--- src/rtl/perm_pkg.sv ---
package perm_pkg;

  // Index rotated one place towards the MSB within idxBits bits (perfect shuffle).
  function automatic int rotlIdx(input int idx, input int idxBits);
    return ((idx << 1) | (idx >> (idxBits - 1))) & ((1 << idxBits) - 1);
  endfunction

  // Index rotated one place towards the LSB within idxBits bits (inverse shuffle).
  function automatic int rotrIdx(input int idx, input int idxBits);
    return ((idx >> 1) | ((idx & 1) << (idxBits - 1))) & ((1 << idxBits) - 1);
  endfunction

endpackage

--- src/rtl/perm_switch_col.sv ---
module perm_switch_col #(
  parameter int WIDTH = 8
) (
  input  logic [WIDTH-1:0]   colIn,
  input  logic [WIDTH/2-1:0] swapCtl,
  output logic [WIDTH-1:0]   colOut
);
  localparam int HALF = WIDTH / 2;

  for (genvar k = 0; k < HALF; k++) begin : g_sw
    assign colOut[2*k]   = swapCtl[k] ? colIn[2*k+1] : colIn[2*k];
    assign colOut[2*k+1] = swapCtl[k] ? colIn[2*k]   : colIn[2*k+1];
  end
endmodule

--- src/rtl/perm_stage.sv ---
module perm_stage #(
  parameter int WIDTH   = 8,
  parameter bit IS_FLIP = 1'b0
) (
  input  logic [WIDTH-1:0]   stageIn,
  input  logic [WIDTH/2-1:0] swapCtl,
  output logic [WIDTH-1:0]   stageOut
);
  localparam int IDX_BITS = $clog2(WIDTH);

  logic [WIDTH-1:0] colIn;
  logic [WIDTH-1:0] colOut;

  perm_switch_col #(.WIDTH(WIDTH)) u_col (
    .colIn  (colIn),
    .swapCtl(swapCtl),
    .colOut (colOut)
  );

  if (!IS_FLIP) begin : g_omega
    for (genvar i = 0; i < WIDTH; i++) begin : g_shuf
      localparam int DST = perm_pkg::rotlIdx(i, IDX_BITS);
      assign colIn[DST] = stageIn[i];
    end
    assign stageOut = colOut;
  end else begin : g_flip
    assign colIn = stageIn;
    for (genvar i = 0; i < WIDTH; i++) begin : g_unshuf
      localparam int DST = perm_pkg::rotrIdx(i, IDX_BITS);
      assign stageOut[DST] = colOut[i];
    end
  end
endmodule

--- src/rtl/perm_ctrl_split.sv ---
module perm_ctrl_split #(
  parameter int WIDTH      = 8,
  parameter int NUM_STAGES = 6
) (
  input  logic [NUM_STAGES*(WIDTH/2)-1:0]      ctrlFlat,
  output logic [NUM_STAGES-1:0][WIDTH/2-1:0]   stageCtl
);
  localparam int HALF = WIDTH / 2;

  for (genvar s = 0; s < NUM_STAGES; s++) begin : g_slice
    assign stageCtl[s] = ctrlFlat[s*HALF +: HALF];
  end
endmodule

--- src/rtl/perm_datapath.sv ---
module perm_datapath #(
  parameter int WIDTH     = 8,
  parameter int NUM_OMEGA = 3,
  parameter int NUM_FLIP  = 3
) (
  input  logic [WIDTH-1:0]                              pathIn,
  input  logic [NUM_OMEGA+NUM_FLIP-1:0][WIDTH/2-1:0]    stageCtl,
  output logic [WIDTH-1:0]                              pathOut
);
  localparam int NUM_STAGES = NUM_OMEGA + NUM_FLIP;

  logic [NUM_STAGES:0][WIDTH-1:0] chain;

  assign chain[0] = pathIn;

  for (genvar s = 0; s < NUM_STAGES; s++) begin : g_stage
    perm_stage #(
      .WIDTH  (WIDTH),
      .IS_FLIP(s >= NUM_OMEGA)
    ) u_stage (
      .stageIn (chain[s]),
      .swapCtl (stageCtl[s]),
      .stageOut(chain[s+1])
    );
  end

  assign pathOut = chain[NUM_STAGES];
endmodule

--- src/rtl/perm_network.sv ---
module perm_network #(
  parameter int WIDTH     = 8,
  parameter int NUM_OMEGA = $clog2(WIDTH),
  parameter int NUM_FLIP  = $clog2(WIDTH),
  localparam int NUM_STAGES = NUM_OMEGA + NUM_FLIP,
  localparam int CTRL_BITS  = NUM_STAGES * (WIDTH / 2)
) (
  input  logic [WIDTH-1:0]     dataIn,
  input  logic [CTRL_BITS-1:0] ctrlIn,
  output logic [WIDTH-1:0]     dataOut
);
  logic [NUM_STAGES-1:0][WIDTH/2-1:0] stageCtl;

  perm_ctrl_split #(
    .WIDTH     (WIDTH),
    .NUM_STAGES(NUM_STAGES)
  ) u_ctrl (
    .ctrlFlat(ctrlIn),
    .stageCtl(stageCtl)
  );

  perm_datapath #(
    .WIDTH    (WIDTH),
    .NUM_OMEGA(NUM_OMEGA),
    .NUM_FLIP (NUM_FLIP)
  ) u_path (
    .pathIn  (dataIn),
    .stageCtl(stageCtl),
    .pathOut (dataOut)
  );
endmodule

--- config.mk ---
export PLATFORM = sky130hd
export DESIGN_NAME = perm_network
export DESIGN_NICKNAME = d
export VERILOG_FILES = /design/src/rtl/perm_pkg.sv /design/src/rtl/perm_switch_col.sv /design/src/rtl/perm_stage.sv /design/src/rtl/perm_ctrl_split.sv /design/src/rtl/perm_datapath.sv /design/src/rtl/perm_network.sv
export SDC_FILE = /design/constraint.sdc
export NUM_CORES = 1
export LEC_CHECK = 0
export BUFFER_PORTS_ARGS = -buffer_cell sky130_fd_sc_hd__buf_2
export CAP_MARGIN = 20
export CORE_MARGIN = 2
export CORE_UTILIZATION = 31
export DETAILED_ROUTE_END_ITERATION = 10
export PLACE_DENSITY_LB_ADDON = 0.1
export SLEW_MARGIN = 40
export SYNTH_ARGS = -nofsm -noshare
export SYNTH_HDL_FRONTEND = slang
export SYNTH_SLANG_ARGS = --single-unit
--- constraint.sdc ---
create_clock -name vclk -period 1.2
set_input_delay 0.06 -clock vclk [all_inputs]
set_output_delay 0.06 -clock vclk [all_outputs]
set_load 0.005 [all_outputs]
==> results.sh, run 1 <==
export IMPL_die_h_um=43.2
export IMPL_worstHoldPathType="primary input to primary output"
export IMPL_crit_type="primary input to primary output"
export IMPL_final_hold_viol_count=0
export IMPL_synth_cells=44
export IMPL_post_dp_cell_area_sq_um=696
export IMPL_drc=0
export IMPL_cellPowerDensity_mw_per_mm2=526
export IMPL_setup_violations_final=8
export IMPL_overflow=0
export IMPL_antenna_found_initial=0
export IMPL_routabilityCongestion=0.626
export IMPL_diodes=0
export IMPL_seq_area_sq_um=0
export IMPL_syn_nets=76
export IMPL_clock_fmax_mhz=792
export IMPL_vdd_ir_drop_max_uv=270
export IMPL_setup_ws_ns=-0.0620
export IMPL_slew_violations=0
export IMPL_design_core_area_sq_mm=0.00147
export IMPL_synth_seq_area_share=0
export IMPL_endpoint_kind="primary output"
export IMPL_ioPinCount=40
export IMPL_firstDrtPassIters=2
export IMPL_dp_final_hpwl_um=1070
export IMPL_required_ns=1.14
export IMPL_drt_wl_total_um=1260
export IMPL_final_area_sq_um=853
export IMPL_rsz0062_at_grt="true"
export IMPL_first_iter_violations=1
export IMPL_final_core_util=0.580
export IMPL_worstPathMaxFanout=2
export IMPL_syn_area_sq_um=475
export IMPL_seq_cells=0
export IMPL_grt_pass1_vias=475
export IMPL_fp_row_count=14
export IMPL_yosys_area_top_type="mux2i_1"
export IMPL_synth_top_area_share=0.674
export IMPL_netlist_top_cells_area="mux2i_1, mux2_1, xor2_2"
export IMPL_outcome="finished with violations"
export IMPL_die_area_sq_mm=0.00186
export IMPL_yosysWarnings=0
export IMPL_synth_area_per_cell_sq_um=10.8
export IMPL_leakage_nw=0.432
export IMPL_n_clock_buffer=0
export IMPL_min_path_cells=3
export IMPL_num_vias=507
export IMPL_drv_cap=0
export IMPL_routedWlPerCell_um=12.6
export IMPL_timing_final_crit_share=1.05
export IMPL_cts_setup_buffers=0
export IMPL_min_to="dataOut[3]"
export IMPL_ctsHoldBuffers=0
export IMPL_fp_dieW_um=43.2
export IMPL_nNetsFinal=118
export IMPL_violations="setup timing"
export IMPL_worstPathArrival_ns=1.20
export IMPL_grt_pass1_wl_um=2070
export IMPL_antenna_left=0
export IMPL_port_buffers=40
export IMPL_initial_core_util=0.323
export IMPL_period_minus_slack_ns=1.26
export IMPL_hp_start="ctrlIn[23]"
export IMPL_grt_util_all_layers=0.139
export IMPL_drive_gt1_frac=0.750
export IMPL_area_delta_synth_final_pct=79.5
export IMPL_cp_start_kind="primary input"
export IMPL_grt_max_degree=3
export IMPL_routed_via_density=5.07
export IMPL_relSlewSlack=0.860
export IMPL_worst_slew_pin_slew_ns=0.204
export IMPL_synth_cell_types=3
power breakdown:
group          switching [mW]  internal (mW)  total [mW]
Combinational           0.198          0.251       0.449
Clock                       0              0           0
Sequential                  0              0           0
Total                   0.198          0.251       0.449
cells in the final DEF, fill, tap and decap left out, drive strengths merged:
| cell type | n |
|---|---|
| mux2i | 32 |
| xor2 | 4 |
| buf | 40 |
| mux2 | 8 |
cells by family (layout without fill, tap and decap cells):
| kind of cell | count (synthesis) | in the layout | share of synthesized area |
|---|---|---|---|
| xor gates and xnor gates | 4 | 4 | 0.137 |
| buffers and inverters | 0 | 40 | 0 |
| muxes | 40 | 40 | 0.863 |
area by class of cell:
cell class	instances	area, sq um
Multi-Input combinational cell	44	608
Timing Repair Buffer	40	225
Fill cell	131	618
Tap cell	16	20.0
per-layer routing:
metal / vias to the layer above / track usage / wire length [um]
li1: 249 / - / -
met5: - / 0 / 0
met4: 0 / 0 / 0
met3: 0 / 0.0170 / 126
met1: 228 / 0.203 / 566
met2: 30 / 0.233 / 569
how the worst max path moves through the flow:
stage / startpoint / slack, ns / cells after the start / to
3_3_place_gp: ctrlIn[1] / -0.14 / 7 / dataOut[0]
6_report: ctrlIn[2] / -0.06 / 7 / dataOut[1]
3_5_place_dp: ctrlIn[3] / -0.18 / 7 / dataOut[0]
4_1_cts: ctrlIn[3] / -0.11 / 7 / dataOut[0]
2_1_floorplan: ctrlIn[1] / 0.24 / 5 / dataOut[0]
5_1_grt: ctrlIn[0] / -0.17 / 7 / dataOut[7]
metrics by stage:
stage	TNS [ns]	hold slack (ns)	std cells	total power [mW]	setup WS, ns
floorplan	0	0.183	44	0.195	0.240
global placement	-1.03	0.406	100	0.343	-0.144
detailed placement	-1.21	0.409	100	0.347	-0.176
CTS	-0.697	0.411	100	0.398	-0.111
global route	-1.18	0.420	100	0.490	-0.169
finish	-0.381	0.408	100	0.449	-0.0620
worst max-delay path, cell delays in order:
cell and delay (ns):
buf_6 0.10, mux2_4 0.32, mux2i_4 0.17, mux2i_1 0.12, mux2i_1 0.20, mux2i_1 0.10, buf_2 0.13
repair_timing:
item / 4_1_cts / 5_1_grt
setup endpoints to repair: 8 / 8
gates resized for setup: 19 / 12
hold endpoints to repair: 0 / 0
gates cloned: 0 / 0
synthesized netlist by cell type, drive strengths merged:
library cell,number
mux2,8
xor2,4
mux2i,32
Power figures use the tool's default switching activity.
==> run 2: changes to the inputs <==
==> constraint.sdc (replaced) <==
create_clock -name vclk -period 1.2
set_input_delay 0.18 -clock vclk [all_inputs]
set_output_delay 0.18 -clock vclk [all_outputs]
set_load 0.005 [all_outputs]
==> run 2 against run 1 <==
  * The flow still finishes with violations (setup timing)
  * Highest routed layer unchanged
  * Setup slack worse by 0.24 ns
  * Hold slack improved by 0.24 ns
  * Utilization down 4.1 points
  * First-iteration DRC count is the same
  * Combinational power shrank 11%
  * Routed wire length decreased by 20%
  * Sequential share of layout area unchanged
  * Critical path depth did not move
  * Via count shrank 4.1%
  * Non-clock buffer count is the same
  * Sequential cell count stayed put
==> results.sh, run 2 (same netlist as run 1, synthesis figures left out) <==
export IMPL_layout_commonest_cell="buf_2"
export IMPL_fp_dieW_um=43.2
export IMPL_grt_pass1_vias=460
export IMPL_drt_wl_total_um=1010
export IMPL_die_h_um=43.2
export IMPL_firstDrtPassIters=2
export IMPL_die_area_sq_mm=0.00186
export IMPL_grt_pass1_wl_um=1660
export IMPL_routed_via_density=4.86
export IMPL_final_hold_viol_count=0
export IMPL_n_clock_buffer=0
export IMPL_initial_core_util=0.323
export IMPL_routabilityCongestion=0.647
export IMPL_fp_row_count=14
export IMPL_antenna_left=0
export IMPL_num_vias=486
export IMPL_endpoint_kind="primary output"
export IMPL_cp_start_kind="primary input"
export IMPL_leakage_nw=0.432
export IMPL_crit_type="primary input to primary output"
export IMPL_cp_startpoint="ctrlIn[1]"
export IMPL_place_inst=100
export IMPL_final_core_util=0.539
export IMPL_drc=0
export IMPL_worst_slew_pin_slew_ns=0.222
export IMPL_antenna_found_initial=0
export IMPL_diodes=0
export IMPL_final_cell_mix="buf_2, mux2i_1, mux2_4"
export IMPL_required_ns=1.02
export IMPL_dpl_worst_slack_ns=-0.382
export IMPL_design_core_area_sq_mm=0.00147
export IMPL_nNetsFinal=118
export IMPL_seq_area_sq_um=0
export IMPL_port_buffers=40
export IMPL_overflow=0
export IMPL_relSlewSlack=0.848
export IMPL_final_area_sq_um=793
export IMPL_grt_util_all_layers=0.108
export IMPL_fillers=150
export IMPL_slew_violations=0
export IMPL_rsz0062_at_grt="true"
export IMPL_grt_max_degree=3
export IMPL_drv_cap=0
export IMPL_finalNonFillerCells=100
export IMPL_outcome="finished with violations"
export IMPL_setup_violations_final=8
export IMPL_period_minus_slack_ns=1.51
export IMPL_ctsHoldBuffers=0
export IMPL_cts_setup_buffers=0
export IMPL_setup_ws_ns=-0.306
export IMPL_first_iter_violations=1
export IMPL_cellPowerDensity_mw_per_mm2=502
export IMPL_violations="setup timing"
export IMPL_worstPathMaxFanout=2
export IMPL_routedWlPerCell_um=10.1
export IMPL_timing_final_crit_share=1.26
export IMPL_ioPinCount=40
export IMPL_area_delta_synth_final_pct=66.8
export IMPL_worstHoldPathType="primary input to primary output"
export IMPL_whs_ns=0.646
export IMPL_seq_cells=0
export IMPL_vdd_ir_drop_max_uv=197
export IMPL_drive_gt1_frac=0.714
export IMPL_post_dp_cell_area_sq_um=726
export IMPL_clock_fmax_mhz=664
export IMPL_worstPathArrival_ns=1.33
export IMPL_crit_path_end="dataOut[1]"
export IMPL_total_power_mw=0.398
export IMPL_finalSetupTns_ns=-2.37
[run 2: metal layers]
layer | vias up | track usage | wire length [um]
met4 | 0 | 0 | 0
met1 | 211 | 0.137 | 397
met3 | 0 | 0.00426 | 109
li1 | 250 | - | -
met2 | 25 | 0.209 | 499
met5 | - | 0 | 0
[run 2: area by class of cell]
class | instances | area, sq um | share of cell area
Timing Repair Buffer | 40 | 229 | 0.289
Tap cell | 16 | 20.0 | 0.0252
Multi-Input combinational cell | 44 | 544 | 0.686
[run 2: power by group]
part	internal [mW]	leakage, nW	switching (mW)
registers	0	0	0
clock network	0	0	0
logic	0.226	0.432	0.172
total	0.226	0.432	0.172
[run 2: what timing repair did]
item	in CTS	in global routing
gates cloned	0	0
endpoints found under the setup margin	8	8
gates resized for setup	10	4
[run 2: how the worst min path moves through the flow]
stage	from	end	slack (ns)	cells after the start
after floorplan	ctrlIn[20]	dataOut[0]	0.42	1
after global placement	ctrlIn[20]	dataOut[4]	0.64	3
after detailed placement	ctrlIn[21]	dataOut[5]	0.65	3
after CTS	ctrlIn[21]	dataOut[5]	0.65	3
after global routing	ctrlIn[20]	dataOut[4]	0.66	3
final	ctrlIn[21]	dataOut[5]	0.65	3
[run 2: worst max-delay path, cell delays in order]
cell and delay, ns:
buf_6 0.10, mux2_4 0.31, mux2i_2 0.18, mux2i_1 0.12, mux2i_1 0.20, mux2i_1 0.10, buf_2 0.13
